`config.mk`:
```
export PLATFORM = sky130hd
export DESIGN_NAME = nvm_seq_ctrl
export DESIGN_NICKNAME = d
export VERILOG_FILES = /design/src/rtl/nvm_seq_pkg.sv /design/src/rtl/nvm_seq_range.sv /design/src/rtl/nvm_seq_capture.sv /design/src/rtl/nvm_seq_timer.sv /design/src/rtl/nvm_seq_ctrlreg.sv /design/src/rtl/nvm_seq_ctrl.sv
export SDC_FILE = /design/constraint.sdc
export NUM_CORES = 1
export LEC_CHECK = 0
export BUFFER_PORTS_ARGS = -buffer_cell sky130_fd_sc_hd__buf_2
export CAP_MARGIN = 5
export CORE_ASPECT_RATIO = 1.5
export CORE_MARGIN = 10
export CORE_UTILIZATION = 35
export DETAILED_ROUTE_END_ITERATION = 8
export PLACE_DENSITY = 0.69
export SLEW_MARGIN = 10
export SYNTH_ARGS = -nofsm -noshare
export SYNTH_HDL_FRONTEND = slang
export SYNTH_SLANG_ARGS = --single-unit
```
`constraint.sdc`:
```
create_clock -name clk -period 4.7 [get_ports clk]
set_clock_uncertainty 0.2 [all_clocks]
set_input_delay 0.705 -clock clk [delete_from_list [all_inputs] [get_ports clk]]
set_output_delay 0.705 -clock clk [all_outputs]
set_load 0.03 [all_outputs]
```
`src/rtl/nvm_seq_pkg.sv`:
```
package nvm_seq_pkg;

    typedef enum logic [1:0] {
        MODE_BYTE  = 2'd0,
        MODE_BLOCK = 2'd1,
        MODE_BULK  = 2'd2,
        MODE_RSVD  = 2'd3
    } nvm_mode_e;

    // Control register bit positions (software visible)
    localparam int unsigned CB_PGM  = 0;
    localparam int unsigned CB_LAT  = 1;
    localparam int unsigned CB_MODE = 2;
    localparam int unsigned CB_ERR  = 4;

    typedef struct packed {
        logic      err;
        nvm_mode_e mode;
        logic      lat;
        logic      pgm;
    } ctrl_t;

endpackage

```
`src/rtl/nvm_seq_range.sv`:
```
// In-range decode for the array window; picks a mask compare when the window is aligned.
module nvm_seq_range #(
    parameter int unsigned ADDR_W   = 16,
    parameter int unsigned ARR_BASE = 16'h0800,
    parameter int unsigned ARR_SIZE = 16'h0200
) (
    input  logic [ADDR_W-1:0] addr,
    output logic              hit
);
    localparam logic [ADDR_W:0] LO = (ADDR_W+1)'(ARR_BASE);
    localparam logic [ADDR_W:0] HI = (ADDR_W+1)'(ARR_BASE + ARR_SIZE);
    localparam bit ALIGNED = ((ARR_SIZE & (ARR_SIZE - 1)) == 0)
                             && ((ARR_BASE % ARR_SIZE) == 0);
    localparam logic [ADDR_W-1:0] MASK = ~ADDR_W'(ARR_SIZE - 1);

    generate
        if (ALIGNED) begin : g_mask
            always_comb hit = ((addr & MASK) == (LO[ADDR_W-1:0] & MASK));
        end else begin : g_cmp
            logic [ADDR_W:0] wide;
            always_comb begin
                wide = {1'b0, addr};
                hit  = (wide >= LO) && (wide < HI);
            end
        end
    endgenerate
endmodule

```
`src/rtl/nvm_seq_capture.sv`:
```
// Address/data latch with validity flag.
module nvm_seq_capture #(
    parameter int unsigned ADDR_W = 16,
    parameter int unsigned DATA_W = 8
) (
    input  logic              clk,
    input  logic              rst_n,
    input  logic [ADDR_W-1:0] bus_addr,
    input  logic [DATA_W-1:0] bus_wdata,
    input  logic              wr_hit,
    input  logic              rd_hit,
    input  logic              lat_en,
    input  logic              pgm_en,
    output logic [ADDR_W-1:0] cap_addr,
    output logic [DATA_W-1:0] cap_data,
    output logic              cap_valid
);
    typedef struct packed {
        logic [ADDR_W-1:0] addr;
        logic [DATA_W-1:0] data;
        logic              valid;
    } cap_t;

    cap_t st_d, st_q;

    always_comb begin
        st_d = st_q;
        if (!lat_en) begin
            st_d.valid = 1'b0;
        end else if (wr_hit && !pgm_en) begin
            st_d.addr  = bus_addr;
            st_d.data  = bus_wdata;
            st_d.valid = 1'b1;
        end else if (rd_hit) begin
            st_d.addr  = bus_addr;
            st_d.valid = 1'b1;
        end
    end

    always_ff @(posedge clk or negedge rst_n) begin
        if (!rst_n) st_q <= '0;
        else        st_q <= st_d;
    end

    assign cap_addr  = st_q.addr;
    assign cap_data  = st_q.data;
    assign cap_valid = st_q.valid;
endmodule

```
`src/rtl/nvm_seq_timer.sv`:
```
// Auto-clear timer for the program bit.
module nvm_seq_timer #(
    parameter int unsigned PGM_CYCLES = 16
) (
    input  logic clk,
    input  logic rst_n,
    input  logic pgm_en,
    output logic expire,
    output logic done
);
    localparam int unsigned CW = (PGM_CYCLES < 2) ? 1 : $clog2(PGM_CYCLES);
    localparam logic [CW-1:0] LAST = CW'(PGM_CYCLES - 1);

    typedef struct packed {
        logic [CW-1:0] cnt;
        logic          done;
    } tmr_t;

    tmr_t st_d, st_q;

    always_comb begin
        expire     = pgm_en && (st_q.cnt == LAST);
        st_d       = st_q;
        st_d.done  = expire;
        if (!pgm_en || expire) st_d.cnt = '0;
        else                   st_d.cnt = st_q.cnt + 1'b1;
    end

    always_ff @(posedge clk or negedge rst_n) begin
        if (!rst_n) st_q <= '0;
        else        st_q <= st_d;
    end

    assign done = st_q.done;
endmodule

```
`src/rtl/nvm_seq_ctrlreg.sv`:
```
// Control register with ordering interlocks.
module nvm_seq_ctrlreg
    import nvm_seq_pkg::*;
#(
    parameter int unsigned DATA_W = 8
) (
    input  logic              clk,
    input  logic              rst_n,
    input  logic              ctrl_wr,
    input  logic [DATA_W-1:0] wdata,
    input  logic              cap_valid,
    input  logic              expire,
    input  logic              rd_hit,
    output ctrl_t             ctrl
);
    ctrl_t st_d, st_q;

    always_comb begin
        st_d = st_q;
        if (expire)              st_d.pgm = 1'b0;
        if (st_q.pgm && rd_hit)  st_d.err = 1'b1;
        if (ctrl_wr) begin
            if (wdata[CB_ERR]) st_d.err = 1'b0;
            if (!st_q.pgm) begin
                st_d.lat  = wdata[CB_LAT];
                st_d.mode = nvm_mode_e'(wdata[CB_MODE +: 2]);
                if (wdata[CB_PGM] && wdata[CB_LAT] && st_q.lat && cap_valid)
                    st_d.pgm = 1'b1;
            end else if (!wdata[CB_PGM]) begin
                st_d.pgm = 1'b0;
            end
        end
    end

    always_ff @(posedge clk or negedge rst_n) begin
        if (!rst_n) st_q <= '0;
        else        st_q <= st_d;
    end

    assign ctrl = st_q;
endmodule

```
`src/rtl/nvm_seq_ctrl.sv`:
```
module nvm_seq_ctrl
    import nvm_seq_pkg::*;
#(
    parameter int unsigned ADDR_W     = 16,
    parameter int unsigned DATA_W     = 8,
    parameter int unsigned ARR_BASE   = 16'h0800,
    parameter int unsigned ARR_SIZE   = 16'h0200,
    parameter int unsigned CTRL_ADDR  = 16'h00F0,
    parameter int unsigned PGM_CYCLES = 16
) (
    input  logic              clk,
    input  logic              rst_n,
    input  logic [ADDR_W-1:0] bus_addr,
    input  logic [DATA_W-1:0] bus_wdata,
    input  logic              bus_wr,
    input  logic              bus_rd,
    output logic [DATA_W-1:0] bus_rdata,
    input  logic [DATA_W-1:0] arr_rdata,
    output logic [ADDR_W-1:0] arr_addr,
    output logic [DATA_W-1:0] arr_data,
    output logic              arr_hv_en,
    output logic [1:0]        arr_mode,
    output logic              lat_en,
    output logic              pgm_done,
    output logic              pgm_err
);
    localparam logic [ADDR_W-1:0] CTRL_A = ADDR_W'(CTRL_ADDR);
    localparam int unsigned       CTRL_W = $bits(ctrl_t);

    logic  in_arr, wr_hit, rd_hit, ctrl_sel, cap_valid, expire;
    ctrl_t ctrl;

    nvm_seq_range #(.ADDR_W(ADDR_W), .ARR_BASE(ARR_BASE), .ARR_SIZE(ARR_SIZE)) u_range (
        .addr (bus_addr),
        .hit  (in_arr)
    );

    assign wr_hit   = bus_wr && in_arr;
    assign rd_hit   = bus_rd && in_arr;
    assign ctrl_sel = (bus_addr == CTRL_A);

    nvm_seq_capture #(.ADDR_W(ADDR_W), .DATA_W(DATA_W)) u_cap (
        .clk       (clk),
        .rst_n     (rst_n),
        .bus_addr  (bus_addr),
        .bus_wdata (bus_wdata),
        .wr_hit    (wr_hit),
        .rd_hit    (rd_hit),
        .lat_en    (ctrl.lat),
        .pgm_en    (ctrl.pgm),
        .cap_addr  (arr_addr),
        .cap_data  (arr_data),
        .cap_valid (cap_valid)
    );

    nvm_seq_timer #(.PGM_CYCLES(PGM_CYCLES)) u_tmr (
        .clk    (clk),
        .rst_n  (rst_n),
        .pgm_en (ctrl.pgm),
        .expire (expire),
        .done   (pgm_done)
    );

    nvm_seq_ctrlreg #(.DATA_W(DATA_W)) u_ctrl (
        .clk       (clk),
        .rst_n     (rst_n),
        .ctrl_wr   (bus_wr && ctrl_sel),
        .wdata     (bus_wdata),
        .cap_valid (cap_valid),
        .expire    (expire),
        .rd_hit    (rd_hit),
        .ctrl      (ctrl)
    );

    always_comb begin
        bus_rdata = '0;
        if (bus_rd) begin
            if (ctrl_sel)      bus_rdata = DATA_W'(CTRL_W'(ctrl));
            else if (in_arr)   bus_rdata = ctrl.lat ? arr_data : arr_rdata;
        end
    end

    assign arr_hv_en = ctrl.pgm;
    assign arr_mode  = ctrl.mode;
    assign lat_en    = ctrl.lat;
    assign pgm_err   = ctrl.err;
endmodule

```
==> flow_summary.ini <==
[die]
num_rows = 29
die_x_um = 75.0
core_area_um2 = 4320
start_util = 0.367
pin_count = 74
fp.dieArea_um2 = 7680
die_h_um = 102

[yosys]
yosysUniqueCellTypes = 33
synth_common_cells = 35 x dfrtp_1, 18 x mux2_2, 8 x nor2_1
synthTopCellsByArea = dfrtp_1 55%, mux2_2 13%, mux2i_1 4.4%
ys_seq_elements = 35
synth_nets = 153
synth_ff_type = dfrtp_1
synth-compound-area-share = 0.0592
ys_seq_area_frac = 0.552
synthSimpleGateAreaFrac = 0.167
muxShareOfSynthArea = 0.191
synthCells = 116
yosysTopAreaCellShare = 0.552
yosys.area.top_type = dfrtp_1
yosysWarnings = 0
synth_top_family_by_area = multiplexers
yosys.area_share.xor_xnor = 0.0110
postSynthAreaPerCell_um2 = 13.7
syn_area_um2 = 1590
synth-edff-count = 0
yosysMostFrequentCell = dfrtp_1
ys_async_sr_fraction = 1.00
synth_fa_ha_area_frac = 0.00789

[setup_path]
cp-start-kind = primary input
crit_type = primary input to output pin
rrSetupSlack_ns = 2.76
cp.required_ns = 3.80
crit_arrival_ns = 2.36
crit_fanout = 5
cp-end-kind = output pin

[route]
viasPerCell = 5.05
vias = 1217
drc_errors = 0
firstDrtPassIters = 2
wl_per_cell_um = 16.9
routed_wl_um = 4080
ant_nets = 0
drtIter0Drc = 34

[timing]
setup_tns_ns = 0
hold_viol = 0
whs_ns = 0.269
finalCritPeriodShare = 0.695
grt_setup_unrepaired = no
worst_slew_pin_slew_ns = 0.777
max_freq_mhz = 306
setup_viol = 0
relSlewSlack = 0.482
period_needed_ns = 3.27
slew_viol_final = 0

[grt]
track_usage = 0.110
antenna_found_initial = 0
overflow = 0
grt_max_degree = 36
grt_pass1_wl_um = 6530
grt_pass1_vias = 1415

[finish]
nets = 231
antennaDiodeCount = 0
area_delta_synth_final_pct = 31.3
drive_gt1_frac = 0.590
fill_cells = 413

[flow_run]
max_cap_violations = 0

[placed_design]
gp_congestion = 0.796
port_buffers = 73
dp_hpwl_um = 3290

[clock_network]
cts_buffer_depth = 2
cts_setup_buffers = 0
h-tree-depth = 2
clk_pin_slew_worst_paths_ns = 0.07
hold_buffers = 0
clock_sinks = 35
clkLatencyLatePin_ns = 0.29
cts_root_buf = clkbuf_8
cts_buffers = 5
cts_resized = 0
cts_tree = yes

[outcome]
status = finished clean

[power]
p_per_area_nw_per_um2 = 267
p_leak_nw = 1.16
peakVddDrop_v = 0.000230

[hold_path]
min_path_type = flop to flop
==> final timing paths <==
path | from | to | cells past startpoint
min in group asynchronous | rst_n | u_cap.cap_addr[15] | 1
worst max register to register | u_ctrl.ctrl[1] | u_cap.cap_addr[7] | 2
max in group asynchronous | rst_n | u_tmr.done | 1
worst max-delay path | bus_addr[0] | bus_rdata[0] | 6
worst min-delay path | u_cap.cap_addr[11] | u_cap.cap_addr[11] | 1
worst min register to register | u_cap.cap_addr[11] | u_cap.cap_addr[11] | 1
==> flip-flops by register name, indices dropped and copies added (netlist names) <==
name             count
u_cap.cap_addr      16
u_cap.cap_data       8
u_ctrl.ctrl          5
u_tmr.st_q           4
u_cap.cap_valid      1
u_tmr.done           1
==> per-stage QoR <==
| step | std cells | area, um^2 | setup WS, ns | util | total power, mW |
|---|---|---|---|---|---|
| 3_3_place_gp | 233 | 1990 | 1.44 | 0.462 | 0.348 |
| 6_report | 241 | 2080 | 1.43 | 0.482 | 0.556 |
| 3_5_place_dp | 233 | 1990 | 1.40 | 0.462 | 0.349 |
| 2_1_floorplan | 116 | 1590 | 1.59 | - | 0.321 |
| 5_1_grt | 241 | 2080 | 1.28 | 0.482 | 0.582 |
| 4_1_cts | 241 | 2080 | 1.40 | 0.482 | 0.567 |
==> final cells by class <==
class | count | area, um^2 | area share
Clock inverter | 3 | 20.0 | 0.00962
Tap cell | 46 | 57.6 | 0.0276
Inverter | 1 | 3.75 | 0.00180
Timing Repair Buffer | 73 | 365 | 0.175
Sequential cell | 35 | 876 | 0.421
Multi-Input combinational cell | 78 | 691 | 0.332
Clock buffer | 5 | 68.8 | 0.0331
==> power breakdown <==
part           total [mW]  switching, mW  internal, mW
sequential          0.305        0.00210         0.303
combinational      0.0371         0.0217        0.0155
clock               0.214          0.111         0.103
==> worst max-delay path, stage by stage <==
cell and delay (ns):
buf_2 0.11, nor4b_1 0.53, and4_2 0.38, and2_2 0.21
a2bb2oi_1 0.20, buf_2 0.23
==> routing by layer <==
| layer | GRT usage | up-vias | wire length, um |
|---|---|---|---|
| li1 | - | 575 | - |
| met1 | 0.118 | 590 | 1630 |
| met2 | 0.175 | 46 | 1960 |
| met3 | 0.0582 | 6 | 428 |
| met4 | 0.0439 | 0 | 64 |
| met5 | 0 | - | 0 |
==> cells by family (layout without fill, tap and decap cells) <==
logic type / after synthesis / after routing
simple gates: 38 / 38
mux: 27 / 27
xor+xnor: 2 / 2
fa+ha+maj: 1 / 1
flops: 35 / 35
compound gates: 10 / 10
buf+inv: 3 / 82
==> layout by cell type, fill, tap and decap left out, types with 2 or more instances in the layout <==
cell type | Yosys | layout
buf_2 | 0 | 73
dfrtp_1 | 35 | 35
mux2_2 | 18 | 18
nor2_1 | 8 | 8
mux2i_1 | 7 | 7
and2_2 | 7 | 7
clkbuf_8 | 0 | 5
nand3_1 | 4 | 4
nand2_1 | 4 | 4
o2bb2ai_1 | 3 | 3
nor3b_2 | 2 | 2
a21oi_1 | 2 | 2
nor2b_1 | 2 | 2
nand4_2 | 2 | 2
mux2_4 | 2 | 2
clkinvlp_4 | 0 | 2
No activity file was read; power rests on OpenSTA's default activity.
